--- config.mk ---
export PLATFORM = sky130hd
export DESIGN_NAME = dacseq_host
export DESIGN_NICKNAME = d
export VERILOG_FILES = /design/src/rtl/dacseq_pkg.sv /design/src/rtl/dacseq_timer.sv /design/src/rtl/dacseq_bus.sv /design/src/rtl/dacseq_ldgen.sv /design/src/rtl/dacseq_host.sv
export SDC_FILE = /design/constraint.sdc
export NUM_CORES = 1
export LEC_CHECK = 0
export ABC_CLOCK_PERIOD_IN_PS = 3500
export CAP_MARGIN = 10
export CORE_UTILIZATION = 49
export DETAILED_ROUTE_END_ITERATION = 8
export PLACE_DENSITY = 0.83
export SLEW_MARGIN = 15
export SYNTH_ARGS = -nofsm -noshare
export SYNTH_HDL_FRONTEND = slang
export SYNTH_SLANG_ARGS = --single-unit
--- constraint.sdc ---
create_clock -name clk -period 3.5 [get_ports clk]
set_input_delay 0.35 -clock clk [delete_from_list [all_inputs] [get_ports clk]]
set_output_delay 0.35 -clock clk [all_outputs]
set_load 0.05 [all_outputs]
--- src/rtl/dacseq_pkg.sv ---
`timescale 1ns/1ps
package dacseq_pkg;

  typedef enum logic [2:0] {
    ST_IDLE,
    ST_SETUP,
    ST_STROBE,
    ST_RELEASE,
    ST_LOAD,
    ST_CLEAR
  } seq_state_t;

  localparam logic [1:0] OP_WRITE = 2'd0;
  localparam logic [1:0] OP_LOAD  = 2'd1;
  localparam logic [1:0] OP_CLEAR = 2'd2;

  // Minimum time in ns turned into whole clock cycles, never below one.
  function automatic int ns2cyc(input int ns, input int clk_ns);
    int c;
    c = (ns + clk_ns - 1) / clk_ns;
    if (c < 1) c = 1;
    return c;
  endfunction

  function automatic int imax(input int a, input int b);
    return (a > b) ? a : b;
  endfunction

endpackage

--- src/rtl/dacseq_timer.sv ---
`timescale 1ns/1ps
// Down-counter that times the dwell in each sequencer state.
module dacseq_timer #(
  parameter int CNT_W = 4
) (
  input  logic             clk,
  input  logic             rst,
  input  logic             load,
  input  logic [CNT_W-1:0] load_val,
  output logic             zero_q,
  output logic             zero_next
);
  logic [CNT_W-1:0] cnt_q, cnt_d;

  always_comb begin
    if (load)              cnt_d = load_val;
    else if (cnt_q != '0)  cnt_d = cnt_q - 1'b1;
    else                   cnt_d = cnt_q;
  end

  always_ff @(posedge clk) begin
    if (rst) cnt_q <= '0;
    else     cnt_q <= cnt_d;
  end

  assign zero_q    = (cnt_q == '0);
  assign zero_next = (cnt_d == '0);
endmodule

--- src/rtl/dacseq_bus.sv ---
`timescale 1ns/1ps
// Address/data bus register: changes only when a write command is taken.
module dacseq_bus #(
  parameter int ADDR_W = 3,
  parameter int DATA_W = 13
) (
  input  logic              clk,
  input  logic              rst,
  input  logic              capture,
  input  logic [ADDR_W-1:0] addr_in,
  input  logic [DATA_W-1:0] data_in,
  output logic [ADDR_W-1:0] addr_q,
  output logic [DATA_W-1:0] data_q
);
  always_ff @(posedge clk) begin
    if (rst) begin
      addr_q <= '0;
      data_q <= '0;
    end else if (capture) begin
      addr_q <= addr_in;
      data_q <= data_in;
    end
  end
endmodule

--- src/rtl/dacseq_ldgen.sv ---
`timescale 1ns/1ps
// One registered load strobe per channel pair.
module dacseq_ldgen #(
  parameter int PAIRS = 4
) (
  input  logic             clk,
  input  logic             rst,
  input  logic             enter_load,
  input  logic             enter_last_strobe,
  input  logic             autoload,
  input  logic [PAIRS-1:0] mask,
  output logic [PAIRS-1:0] ld_n_q
);
  for (genvar i = 0; i < PAIRS; i++) begin : g_pair
    logic low_d;
    assign low_d = mask[i] && (enter_load || (enter_last_strobe && autoload));
    always_ff @(posedge clk) begin
      if (rst) ld_n_q[i] <= 1'b1;
      else     ld_n_q[i] <= !low_d;
    end
  end
endmodule

--- src/rtl/dacseq_host.sv ---
`timescale 1ns/1ps
module dacseq_host
  import dacseq_pkg::*;
#(
  parameter int CHANNELS   = 8,
  parameter int DATA_W     = 13,
  parameter int CLK_NS     = 10,
  parameter int T_CS_NS    = 50,
  parameter int T_WR_NS    = 50,
  parameter int T_DS_NS    = 50,
  parameter int T_AS_NS    = 10,
  parameter int T_LD_NS    = 50,
  parameter int T_CLR_NS   = 100,
  localparam int ADDR_W    = $clog2(CHANNELS),
  localparam int PAIRS     = CHANNELS / 2
) (
  input  logic              clk,
  input  logic              rst,
  input  logic              cmd_valid,
  output logic              cmd_ready,
  input  logic [1:0]        cmd_op,
  input  logic [ADDR_W-1:0] cmd_addr,
  input  logic [DATA_W-1:0] cmd_data,
  input  logic [PAIRS-1:0]  cmd_mask,
  input  logic              cmd_autoload,
  output logic              dac_cs_n,
  output logic              dac_wr_n,
  output logic [ADDR_W-1:0] dac_addr,
  output logic [DATA_W-1:0] dac_data,
  output logic [PAIRS-1:0]  dac_ld_n,
  output logic              dac_clr_n
);
  localparam int N_AS  = ns2cyc(T_AS_NS, CLK_NS);
  localparam int N_STB = imax(imax(ns2cyc(T_CS_NS, CLK_NS), ns2cyc(T_WR_NS, CLK_NS)),
                              ns2cyc(T_DS_NS, CLK_NS));
  localparam int N_LD  = ns2cyc(T_LD_NS, CLK_NS);
  localparam int N_CLR = ns2cyc(T_CLR_NS, CLK_NS);
  localparam int N_MAX = imax(imax(N_AS, N_STB), imax(N_LD, N_CLR));
  localparam int CNT_W = $clog2(N_MAX + 1);

  seq_state_t       state_q, state_d;
  logic             accept;
  logic             tmr_load;
  logic [CNT_W-1:0] tmr_val;
  logic             tmr_zero, tmr_zero_next;
  logic             al_q, al_d;
  logic [PAIRS-1:0] mask_q, mask_d, pair_sel;
  logic             ready_q, cs_n_q, wr_n_q, clr_n_q;

  assign accept   = cmd_valid && (state_q == ST_IDLE);
  assign pair_sel = PAIRS'(1) << cmd_addr[ADDR_W-1:1];

  // Per-command strobe plan, captured when the command is taken.
  always_comb begin
    al_d   = al_q;
    mask_d = mask_q;
    if (accept) begin
      al_d   = (cmd_op == OP_WRITE) && cmd_autoload;
      mask_d = (cmd_op == OP_WRITE) ? pair_sel : cmd_mask;
    end
  end

  always_comb begin
    state_d  = state_q;
    tmr_load = 1'b0;
    tmr_val  = '0;
    unique case (state_q)
      ST_IDLE: begin
        if (accept) begin
          unique case (cmd_op)
            OP_WRITE: begin state_d = ST_SETUP; tmr_val = CNT_W'(N_AS - 1);  end
            OP_LOAD:  begin state_d = ST_LOAD;  tmr_val = CNT_W'(N_LD - 1);  end
            OP_CLEAR: begin state_d = ST_CLEAR; tmr_val = CNT_W'(N_CLR - 1); end
            default:  state_d = ST_IDLE;
          endcase
          tmr_load = (state_d != ST_IDLE);
        end
      end
      ST_SETUP: begin
        if (tmr_zero) begin
          state_d  = ST_STROBE;
          tmr_load = 1'b1;
          tmr_val  = CNT_W'(N_STB - 1);
        end
      end
      ST_STROBE: begin
        if (tmr_zero) begin
          tmr_load = 1'b1;
          if (al_q) begin
            state_d = ST_LOAD;
            tmr_val = CNT_W'(N_LD - 1);
          end else begin
            state_d = ST_RELEASE;
          end
        end
      end
      ST_LOAD, ST_CLEAR: begin
        if (tmr_zero) state_d = ST_RELEASE;
      end
      ST_RELEASE: state_d = ST_IDLE;
      default:    state_d = ST_IDLE;
    endcase
  end

  dacseq_timer #(.CNT_W(CNT_W)) u_timer (
    .clk       (clk),
    .rst       (rst),
    .load      (tmr_load),
    .load_val  (tmr_val),
    .zero_q    (tmr_zero),
    .zero_next (tmr_zero_next)
  );

  dacseq_bus #(.ADDR_W(ADDR_W), .DATA_W(DATA_W)) u_bus (
    .clk     (clk),
    .rst     (rst),
    .capture (accept && (cmd_op == OP_WRITE)),
    .addr_in (cmd_addr),
    .data_in (cmd_data),
    .addr_q  (dac_addr),
    .data_q  (dac_data)
  );

  dacseq_ldgen #(.PAIRS(PAIRS)) u_ldgen (
    .clk               (clk),
    .rst               (rst),
    .enter_load        (state_d == ST_LOAD),
    .enter_last_strobe ((state_d == ST_STROBE) && tmr_zero_next),
    .autoload          (al_d),
    .mask              (mask_d),
    .ld_n_q            (dac_ld_n)
  );

  // Registered strobes are decoded from the next state.
  always_ff @(posedge clk) begin
    if (rst) begin
      state_q <= ST_IDLE;
      ready_q <= 1'b1;
      cs_n_q  <= 1'b1;
      wr_n_q  <= 1'b1;
      clr_n_q <= 1'b1;
      al_q    <= 1'b0;
      mask_q  <= '0;
    end else begin
      state_q <= state_d;
      ready_q <= (state_d == ST_IDLE);
      cs_n_q  <= (state_d != ST_STROBE);
      wr_n_q  <= (state_d != ST_STROBE);
      clr_n_q <= (state_d != ST_CLEAR);
      al_q    <= al_d;
      mask_q  <= mask_d;
    end
  end

  assign cmd_ready = ready_q;
  assign dac_cs_n  = cs_n_q;
  assign dac_wr_n  = wr_n_q;
  assign dac_clr_n = clr_n_q;
endmodule

# Word-level counts from Yosys, hierarchy flattened
# Cells that the tools add are included.
word_totals:
  regBits: 35
  in_bits: 26
  output_inout_bits: 24
  wordCells: 71
classes:
  add_sub_neg: 1
  n_eq_ne: 10
  shifts: 1
  muxes: 23
  reduce_logical: 23
ops:
  columns: ["cell", "n"]
  rows:
  - ["$mux W3", 10]
  - ["$mux W4", 5]
  - ["$pmux W3 S4", 1]
  - ["$pmux W4 S3", 1]
  - ["$eq A3 B3 Y1 const B", 3]
  - ["$logic_and A1 B1 Y1", 9]
  - ["$pmux W3 S3", 1]
  - ["$logic_not A4 Y1", 2]
  - ["$pmux W4 S2", 1]
  - ["$eq A3 B2 Y1 const B", 2]
  - ["$logic_not A3 Y1", 2]
  - ["$logic_not A1 Y1", 4]
  - ["$reduce_bool A4 Y1", 1]
  - ["$reduce_or A2 Y1", 2]
  - ["$shl A1 B2 Y4 const A", 1]
  - ["$sub A4 B1 Y4 const B", 1]
  - ["$eq A3 B1 Y1 const B", 1]
  - ["$mux W1", 3]
  - ["$ne A3 B2 Y1 const B", 1]
  - ["$ne A3 B3 Y1 const B", 1]
  - ["$reduce_bool A3 Y1", 1]
  - ["$eq A2 B1 Y1 const B", 1]
  - ["$eq A2 B2 Y1 const B", 1]
  - ["$logic_not A2 Y1", 1]
  - ["2 further kinds", 2]

# Depth between registers and ports, before layout
# Gate-level depths: netlist of the first run.
logic_depth:
  ltp_word: 14
  depth_mapped: 8
  depth_no_buf: 7

# Cells and area by module
# A second synthesis of the first run with hierarchy kept.
hier_totals:
  cells_unflattened: 165
  area_unflattened_um2: 1624.1
by_module_without_submodules:
  columns: ["module", "instances", "cells_each", "area_per_inst_um2", "seq_area_each_um2"]
  rows:
  - ["dacseq_host", 1, 78, 686.9, 220.2]
  - ["dacseq_bus", 1, 52, 580.6, 320.3]
  - ["dacseq_timer", 1, 26, 239.0, 80.1]
  - ["dacseq_ldgen", 1, 9, 117.6, 80.1]

# Least setup slack after synthesis of the first run
# OpenSTA, ideal clock, no wires.
synth_timing:
  kind: "reg2reg"
  start: "reg u_timer.cnt_q[0]"
  end: "reg u_ldgen.ld_n_q[0]"
  setup_time_ns: 0.134
  t_arrival_ns: 1.807
  t_required_ns: 3.366
  path_slack_ns: 1.559
  stages_incl_launch_ff: 9
  path_buffers: 1
  cell_sequence: "dfxtp_1 inv_1 ha_1 or3b_1 buf_6 nor3_2 o221ai_1 a211oi_2 o21ai_0"
synth_via:
  elab_chain_len: 10
synth_rtl:
  columns: ["element", "line_no", "rtl"]
  rows:
  - ["start: declaration", "dacseq_timer.sv:13", "logic [CNT_W-1:0] cnt_q, cnt_d;"]
  - ["start signal: assignment", "dacseq_timer.sv:23", "else cnt_q <= cnt_d;"]
  - ["parallel branches: the longest is 7 deep, another holds $sub A4 B1 Y4", null, null]
  - ["$logic_or A1 B1 Y1 (*)", "dacseq_ldgen.sv:16", "assign low_d = mask[i] && (enter_load || (enter_last_strobe && autoload));"]
  - ["$logic_and A1 B1 Y1 (*)", "dacseq_ldgen.sv:16", null]
  - ["$logic_not A1 Y1 (*)", "dacseq_ldgen.sv:19", "else ld_n_q[i] <= !low_d;"]
  - ["end signal: indexed assignment", "dacseq_ldgen.sv:19", null]
  - ["end: declaration", "dacseq_ldgen.sv:12", "output logic [PAIRS-1:0] ld_n_q"]
# Mark *: on every way between the ends.
# A chain may end at the register's enable or synchronous reset.

# Worst setup path after layout of the first run
layout_timing:
  start: "reg u_timer.cnt_q[0]"
  end: "reg u_ldgen.ld_n_q[1]"
# The elaborated chain is that of the path after synthesis.

==> results of run 1 <==
-- power by group --
group / internal, uW / switching (uW)
registers: 474 / 68.4
logic: 290 / 404
clock network: 223 / 139
total: 987 / 611
-- per-stage QoR --
| step | util, % | total power (uW) | std cells | hold slack, ps |
|---|---|---|---|---|
| 3_5_place_dp | 67.8 | 1240 | 269 | 449 |
| 3_3_place_gp | 67.8 | 1240 | 269 | 441 |
| 5_1_grt | 71.1 | 1700 | 277 | 484 |
| 4_1_cts | 71.1 | 1610 | 277 | 465 |
| 2_1_floorplan | - | 1110 | 186 | 471 |
| 6_report | 71.1 | 1600 | 277 | 459 |
-- registers in the layout, indices dropped and copies added, names as in the netlist --
signal and cells:
al_q 1, cmd_ready 1, dac_clr_n 1, dac_wr_n 1, mask_q 4, state_q 3
u_bus.addr_q 3, u_bus.data_q 13, u_ldgen.ld_n_q 4, u_timer.cnt_q 4
-- critical path: cells and delay by family (launching register included) --
family	cells	cell delay, ps
buffers and inverters	1	100
flip-flops	1	350
AO/OA/AOI/OAI	3	670
adder cells (fa/ha/maj)	1	230
AND/OR/NAND/NOR	2	800
-- cells in the final DEF, fill, tap and decap left out, types with 2 or more instances in the layout --
master and count:
bufinv_16 2, nand3_1 2, or2_2 2, nand2_1 38, a21oi_1 20, nor2_1 12
dfxtp_1 35, nand3b_1 2, inv_1 8, and2_1 2, o21ai_0 4, buf_4 2
o21ai_1 2, clkdlybuf4s50_1 49, nand2b_1 3, mux2i_1 5, clkbuf_4 5, a311oi_1 2
and2b_2 2, a211oi_1 2, ha_1 5
-- worst max-delay path by stage --
stage,start,to,slack (ps),cells past startpoint
finish,u_timer.cnt_q[0],u_ldgen.ld_n_q[1],1220,7
global route,u_timer.cnt_q[0],u_ldgen.ld_n_q[1],1010,7
CTS,u_timer.cnt_q[0],u_ldgen.ld_n_q[2],1210,7
detailed placement,cmd_valid,u_ldgen.ld_n_q[2],1150,6
global placement,cmd_valid,u_ldgen.ld_n_q[2],1170,6
floorplan,u_timer.cnt_q[0],u_ldgen.ld_n_q[0],1560,8
-- area by class of cell --
type | count | area (um^2) | share of cell area, %
clock buffer | 6 | 41.3 | 1.87
clock inverter | 2 | 60.1 | 2.72
inverter | 8 | 30.0 | 1.36
multi-input combinational | 131 | 813 | 36.9
sequential | 35 | 701 | 31.8
tap | 44 | 55.1 | 2.50
timing repair buffer | 51 | 505 | 22.9
-- routing by layer --
| layer | vias to the layer above | global-route usage, % | part of all wire, % | routed length (um) |
|---|---|---|---|---|
| li1 | 724 | - | - | - |
| met1 | 636 | 28.6 | 48 | 1640 |
| met2 | 41 | 32.4 | 46 | 1570 |
| met3 | 8 | 6.33 | 5.0 | 171 |
| met4 | 0 | 8.84 | 1.7 | 58 |
| met5 | - | 0 | 0 | 0 |
-- kinds of logic (layout without fill, tap and decap cells) --
logic type / after synthesis / count (layout) / share of synthesized area (%)
compound gates: 42 / 42 / 17.8
flops: 35 / 35 / 43.3
fa+ha+maj: 5 / 5 / 3.86
mux: 5 / 5 / 3.09
simple gates: 77 / 77 / 24.4
xor+xnor: 2 / 2 / 1.08
buf+inv: 20 / 67 / 6.49
==> flow_metrics.tcl, run 1 <==
set metrics [dict create \
    slew_viol_final 0 \
    gr-usage-all-layers_pct 21.5 \
    worstPathRequired_ps 3710 \
    overflow 0 \
    finalWorstSetupSlack_ps 1220 \
    ant_nets 0 \
    die_w_um 59.5 \
    final-setup-viol-count 0 \
    post-route-cell-area_mm2 0.00221 \
    post_cts_buffers 0 \
    rsz0062_at_grt "no" \
    ys.flop_type "dfxtp_1" \
    yosys_warnings 0 \
    reg2reg_to "u_ldgen.ld_n_q[1]" \
    remaining_drc_errors 0 \
    synth_edf_count 0 \
    cts-root-buf "clkbuf_4" \
    core_mm2 0.00310 \
    p_leak_uw 0.000825 \
    drive_gt1_share_pct 9.44 \
    path_class "reg2reg" \
    clk_pin_slew_ps 110 \
    slowest_delay_ps 510 \
    numCtsBuffers 5 \
    min_period_ps 2280 \
    antenna_found_initial 0 \
    hold_buffers 0 \
    fin_crit_sh_pct 65.2 \
    max-cap-violations 0 \
    grt_max_degree 17 \
    clock.fmax_mhz 438 \
    n_antenna_cell 0 \
    io_pins 50 \
    power_density_mw_per_mm2 724 \
    status "finished, final reports clean" \
    die_y_um 59.5 \
    relSlewSlack_pct 44.5 \
    clk_latency_ps 350 \
    h-tree-depth 2 \
    grt_pass1_wl_um 5720 \
    die_area_mm2 0.00354 \
    start_util_pct 52.2 \
    start_kind "flop" \
    cp_max_fo 7 \
    core.rowCount 20 \
    wl_per_cell_um 12.4 \
    ctsResizeCount 0 \
    drt_iter0_drc 71 \
    clkSinkCount 35 \
    vdd_drop_max_mv 0.355 \
    wirelength_um 3440 \
    yosysSeqAreaShare_pct 43.3 \
    r2r_setup_slack_ps 1220 \
    syn_inst 186 \
    vias 1409 \
    ctsLongestPathBuffers 2 \
    synthTopCellsByArea "dfxtp_1 43%, nand2_1 8.8%, a21oi_1 6.2%" \
    syn_to_final_growth_pct 36.2 \
    skew_ps 12.1 \
    drtPass1Iterations 4 \
    r2r_start "u_timer.cnt_q[0]" \
    hold_start "u_bus.addr_q[0]" \
    hold_depth 2 \
    r2r_cells 7 \
    hp-class "reg2reg" \
    fin_tns_setup_ps 0 \
    placed_area_mm2 0.00210 \
    synth_area_leader_cell "dfxtp_1" \
    min_to "u_bus.addr_q[0]" \
    path_cells "inv_1 -> ha_1 -> or3b_1 -> nor3_2 -> o221ai_1 -> a211oi_2 -> o21ai_0" \
    worstSetupEndpointType "flop" \
    tightestPinTransition_ps 831 \
    port_buffers 49 \
    place_ws_ps 1150 \
    yosysMostFrequentCell "nand2_1" \
    fillCellCount 266 \
    dp_hpwl_um 2480 \
    viasPerCell 5.09 \
    arrival_ps 2490 \
    place_congestion 0.876 \
    async_reset_ff_share_pct 0 \
    syn_nets 217 \
    critPathSlowestCell "or3b_1" \
    synthTopCellsByCount "38 x nand2_1, 35 x dfxtp_1, 20 x a21oi_1, 12 x nor2_1, 8 x inv_1" \
    ys_seq_elements 35 \
    syn-mean-instance-area_um2 8.70 \
    cts_tree "yes" \
    synth.distinct_cells 51 \
    synth_top_area_share_pct 43.3 \
    fin_nets 263 \
    finalHoldViolations 0 \
    netlist_area_mm2 0.00162 \
    grt_pass1_vias 1266 \
]
No activity file was read; power rests on OpenSTA's default activity.
==> run 2: changes to the inputs <==
--- a/config.mk
+++ b/config.mk
@@ -5,11 +5,11 @@
 export SDC_FILE = /design/constraint.sdc
 export NUM_CORES = 1
 export LEC_CHECK = 0
-export ABC_CLOCK_PERIOD_IN_PS = 3500
+export ABC_CLOCK_PERIOD_IN_PS = 2200
 export CAP_MARGIN = 10
-export CORE_UTILIZATION = 49
+export CORE_UTILIZATION = 46
 export DETAILED_ROUTE_END_ITERATION = 8
-export PLACE_DENSITY = 0.83
+export PLACE_DENSITY = 0.79
 export SLEW_MARGIN = 15
 export SYNTH_ARGS = -nofsm -noshare
 export SYNTH_HDL_FRONTEND = slang
==> constraint.sdc (replaced) <==
create_clock -name clk -period 2.2 [get_ports clk]
set_input_delay 0.22 -clock clk [delete_from_list [all_inputs] [get_ports clk]]
set_output_delay 0.22 -clock clk [all_outputs]
set_load 0.05 [all_outputs]
==> flow_metrics.tcl, run 2 (synthesized netlist as in run 1, its figures left out) <==
set metrics [dict create \
    status "finished, final reports clean" \
    clock.fmax_mhz 496 \
    place_ws_ps 54.4 \
    die_y_um 61.3 \
    final-setup-viol-count 0 \
    slew_viol_final 0 \
    syn_to_final_growth_pct 36.6 \
    drtPass1Iterations 4 \
    finalHoldViolations 0 \
    cts-root-buf "clkbuf_4" \
    remaining_drc_errors 0 \
    wl_per_cell_um 12.9 \
    finalWorstSetupSlack_ps 185 \
    min_period_ps 2010 \
    fin_nets 268 \
    start_kind "flop" \
    crit_family "simple AND/OR/NAND/NOR gates" \
    drt_iter0_drc 56 \
    power_density_mw_per_mm2 1080 \
    io_pins 50 \
    gr-usage-all-layers_pct 21.3 \
    crit_buf_inv 1 \
    tightestPinTransition_ps 556 \
    max-cap-violations 0 \
    reg2reg_to "u_ldgen.ld_n_q[1]" \
    cts_tree "yes" \
    clkSinkCount 35 \
    hold_start "cmd_data[5]" \
    multi_input_area_um2 825 \
    drive_gt1_share_pct 12.7 \
    overflow 0 \
    n_antenna_cell 0 \
    critPathSlowestCell "or3b_4" \
    clk_latency_ps 330 \
    fin_crit_sh_pct 91.6 \
    regArea_um2 701 \
    skew_ps 3.93 \
    r2r_start "u_timer.cnt_q[0]" \
    core.rowCount 21 \
    post_cts_buffers 0 \
    numCtsBuffers 5 \
    path_cells "inv_1 -> ha_2 -> or3b_4 -> nor3_2 -> o221ai_1 -> a211oi_2 -> o21ai_0" \
    place_congestion 0.922 \
    layout_commonest_cell "clkdlybuf4s50_1" \
    start_util_pct 48.1 \
    arrival_ps 2220 \
    r2r_setup_slack_ps 190 \
    relSlewSlack_pct 62.8 \
    vias 1422 \
    antenna_found_initial 0 \
    ctsLongestPathBuffers 2 \
    grt_max_degree 17 \
    hold_buffers 0 \
    grt_pass1_wl_um 5710 \
    wirelength_um 3640 \
    die_area_mm2 0.00376 \
    worstSetupEndpointType "flop" \
    viasPerCell 5.02 \
    die_w_um 61.3 \
    port_buffers 49 \
    rsz0062_at_grt "no" \
    slowest_delay_ps 440 \
    ant_nets 0 \
    vdd_drop_max_mv 0.455 \
    hold_depth 3 \
    post-route-cell-area_mm2 0.00221 \
    regMostFlops "u_bus.data_q" \
    clk_pin_slew_ps 100 \
    hold-worst-slack_ps 426 \
    cp_max_fo 7 \
    fin_tns_setup_ps 0 \
    h-tree-depth 2 \
    core_mm2 0.00336 \
    final_cell_mix "49 x clkdlybuf4s50_1, 38 x nand2_1, 35 x dfxtp_1" \
    grt_pass1_vias 1221 \
    r2r_cells 7 \
    placed_area_mm2 0.00214 \
    worstPathRequired_ps 2410 \
    min_to "u_bus.data_q[5]" \
    dp_hpwl_um 2690 \
    hp-class "in2reg" \
    path_class "reg2reg" \
    p_leak_uw 0.000832 \
    largest_reg_flops 13 \
    fillCellCount 300 \
]
run 2: cell count changes in the layout (fill, tap and decap cells not counted):
cell / previous run / this run
bufinv_16: 2 / 0
or3b_4: 0 / 1
ha_2: 0 / 1
or3b_1: 1 / 0
buf_4: 2 / 7
clkinv_2: 0 / 1
clkbuf_8: 0 / 1
nor4b_1: 1 / 0
ha_1: 5 / 4
nor4b_2: 0 / 1
clkbuf_1: 1 / 0
run 2: per-layer routing:
layer | wire, um | GRT usage (%) | vias up
met5 | 0 | 0 | -
met4 | 92 | 10.7 | 0
met3 | 131 | 3.99 | 10
met2 | 1690 | 31.2 | 34
met1 | 1730 | 30.0 | 646
li1 | - | - | 732
run 2: worst min-delay path, stage by stage:
cell and delay, ps:
clkdlybuf4s50_1 390, nand2_1 50, a21oi_1 50
run 2: report_power, final:
| group | leakage, uW | switching (uW) | internal (uW) | total, uW |
|---|---|---|---|---|
| Sequential | 0.000286 | 113 | 754 | 867 |
| Clock | 0.0000341 | 201 | 148 | 349 |
| Combinational | 0.000512 | 653 | 528 | 1180 |
| Total | 0.000832 | 967 | 1430 | 2400 |
run 2: timing repair:
| action | 4_1_cts | 5_1_grt |
|---|---|---|
| endpoints found under the setup margin | 0 | 7 |
| endpoints found under the hold margin | 0 | 0 |
| resized for setup | 0 | 3 |
run 2: final cells by class:
class	instances	area share, %
Multi-Input combinational cell	131	37.3
Sequential cell	35	31.7
Timing Repair Buffer	56	24.5
Tap cell	46	2.60
Clock buffer	6	2.32
Inverter	8	1.36
Clock inverter	1	0.226
run 2: per-stage QoR:
step / utilization, % / cells / power (uW)
after floorplan: - / 186 / 1760
after global placement: 63.8 / 276 / 2020
after detailed placement: 63.8 / 276 / 2040
after CTS: 65.4 / 283 / 2380
after global routing: 65.8 / 283 / 2550
final: 65.8 / 283 / 2400
run 2: worst max path at each step:
| stage | from | depth (start not counted) | end | slack (ps) |
|---|---|---|---|---|
| after global routing | u_timer.cnt_q[0] | 7 | u_ldgen.ld_n_q[3] | 50 |
| after detailed placement | cmd_op[0] | 7 | u_ldgen.ld_n_q[3] | 50 |
| after floorplan | u_timer.cnt_q[0] | 8 | u_ldgen.ld_n_q[0] | 260 |
| after global placement | cmd_op[0] | 7 | u_ldgen.ld_n_q[3] | 110 |
| after CTS | u_timer.cnt_q[0] | 7 | u_ldgen.ld_n_q[3] | 40 |
| final | u_timer.cnt_q[0] | 7 | u_ldgen.ld_n_q[1] | 190 |
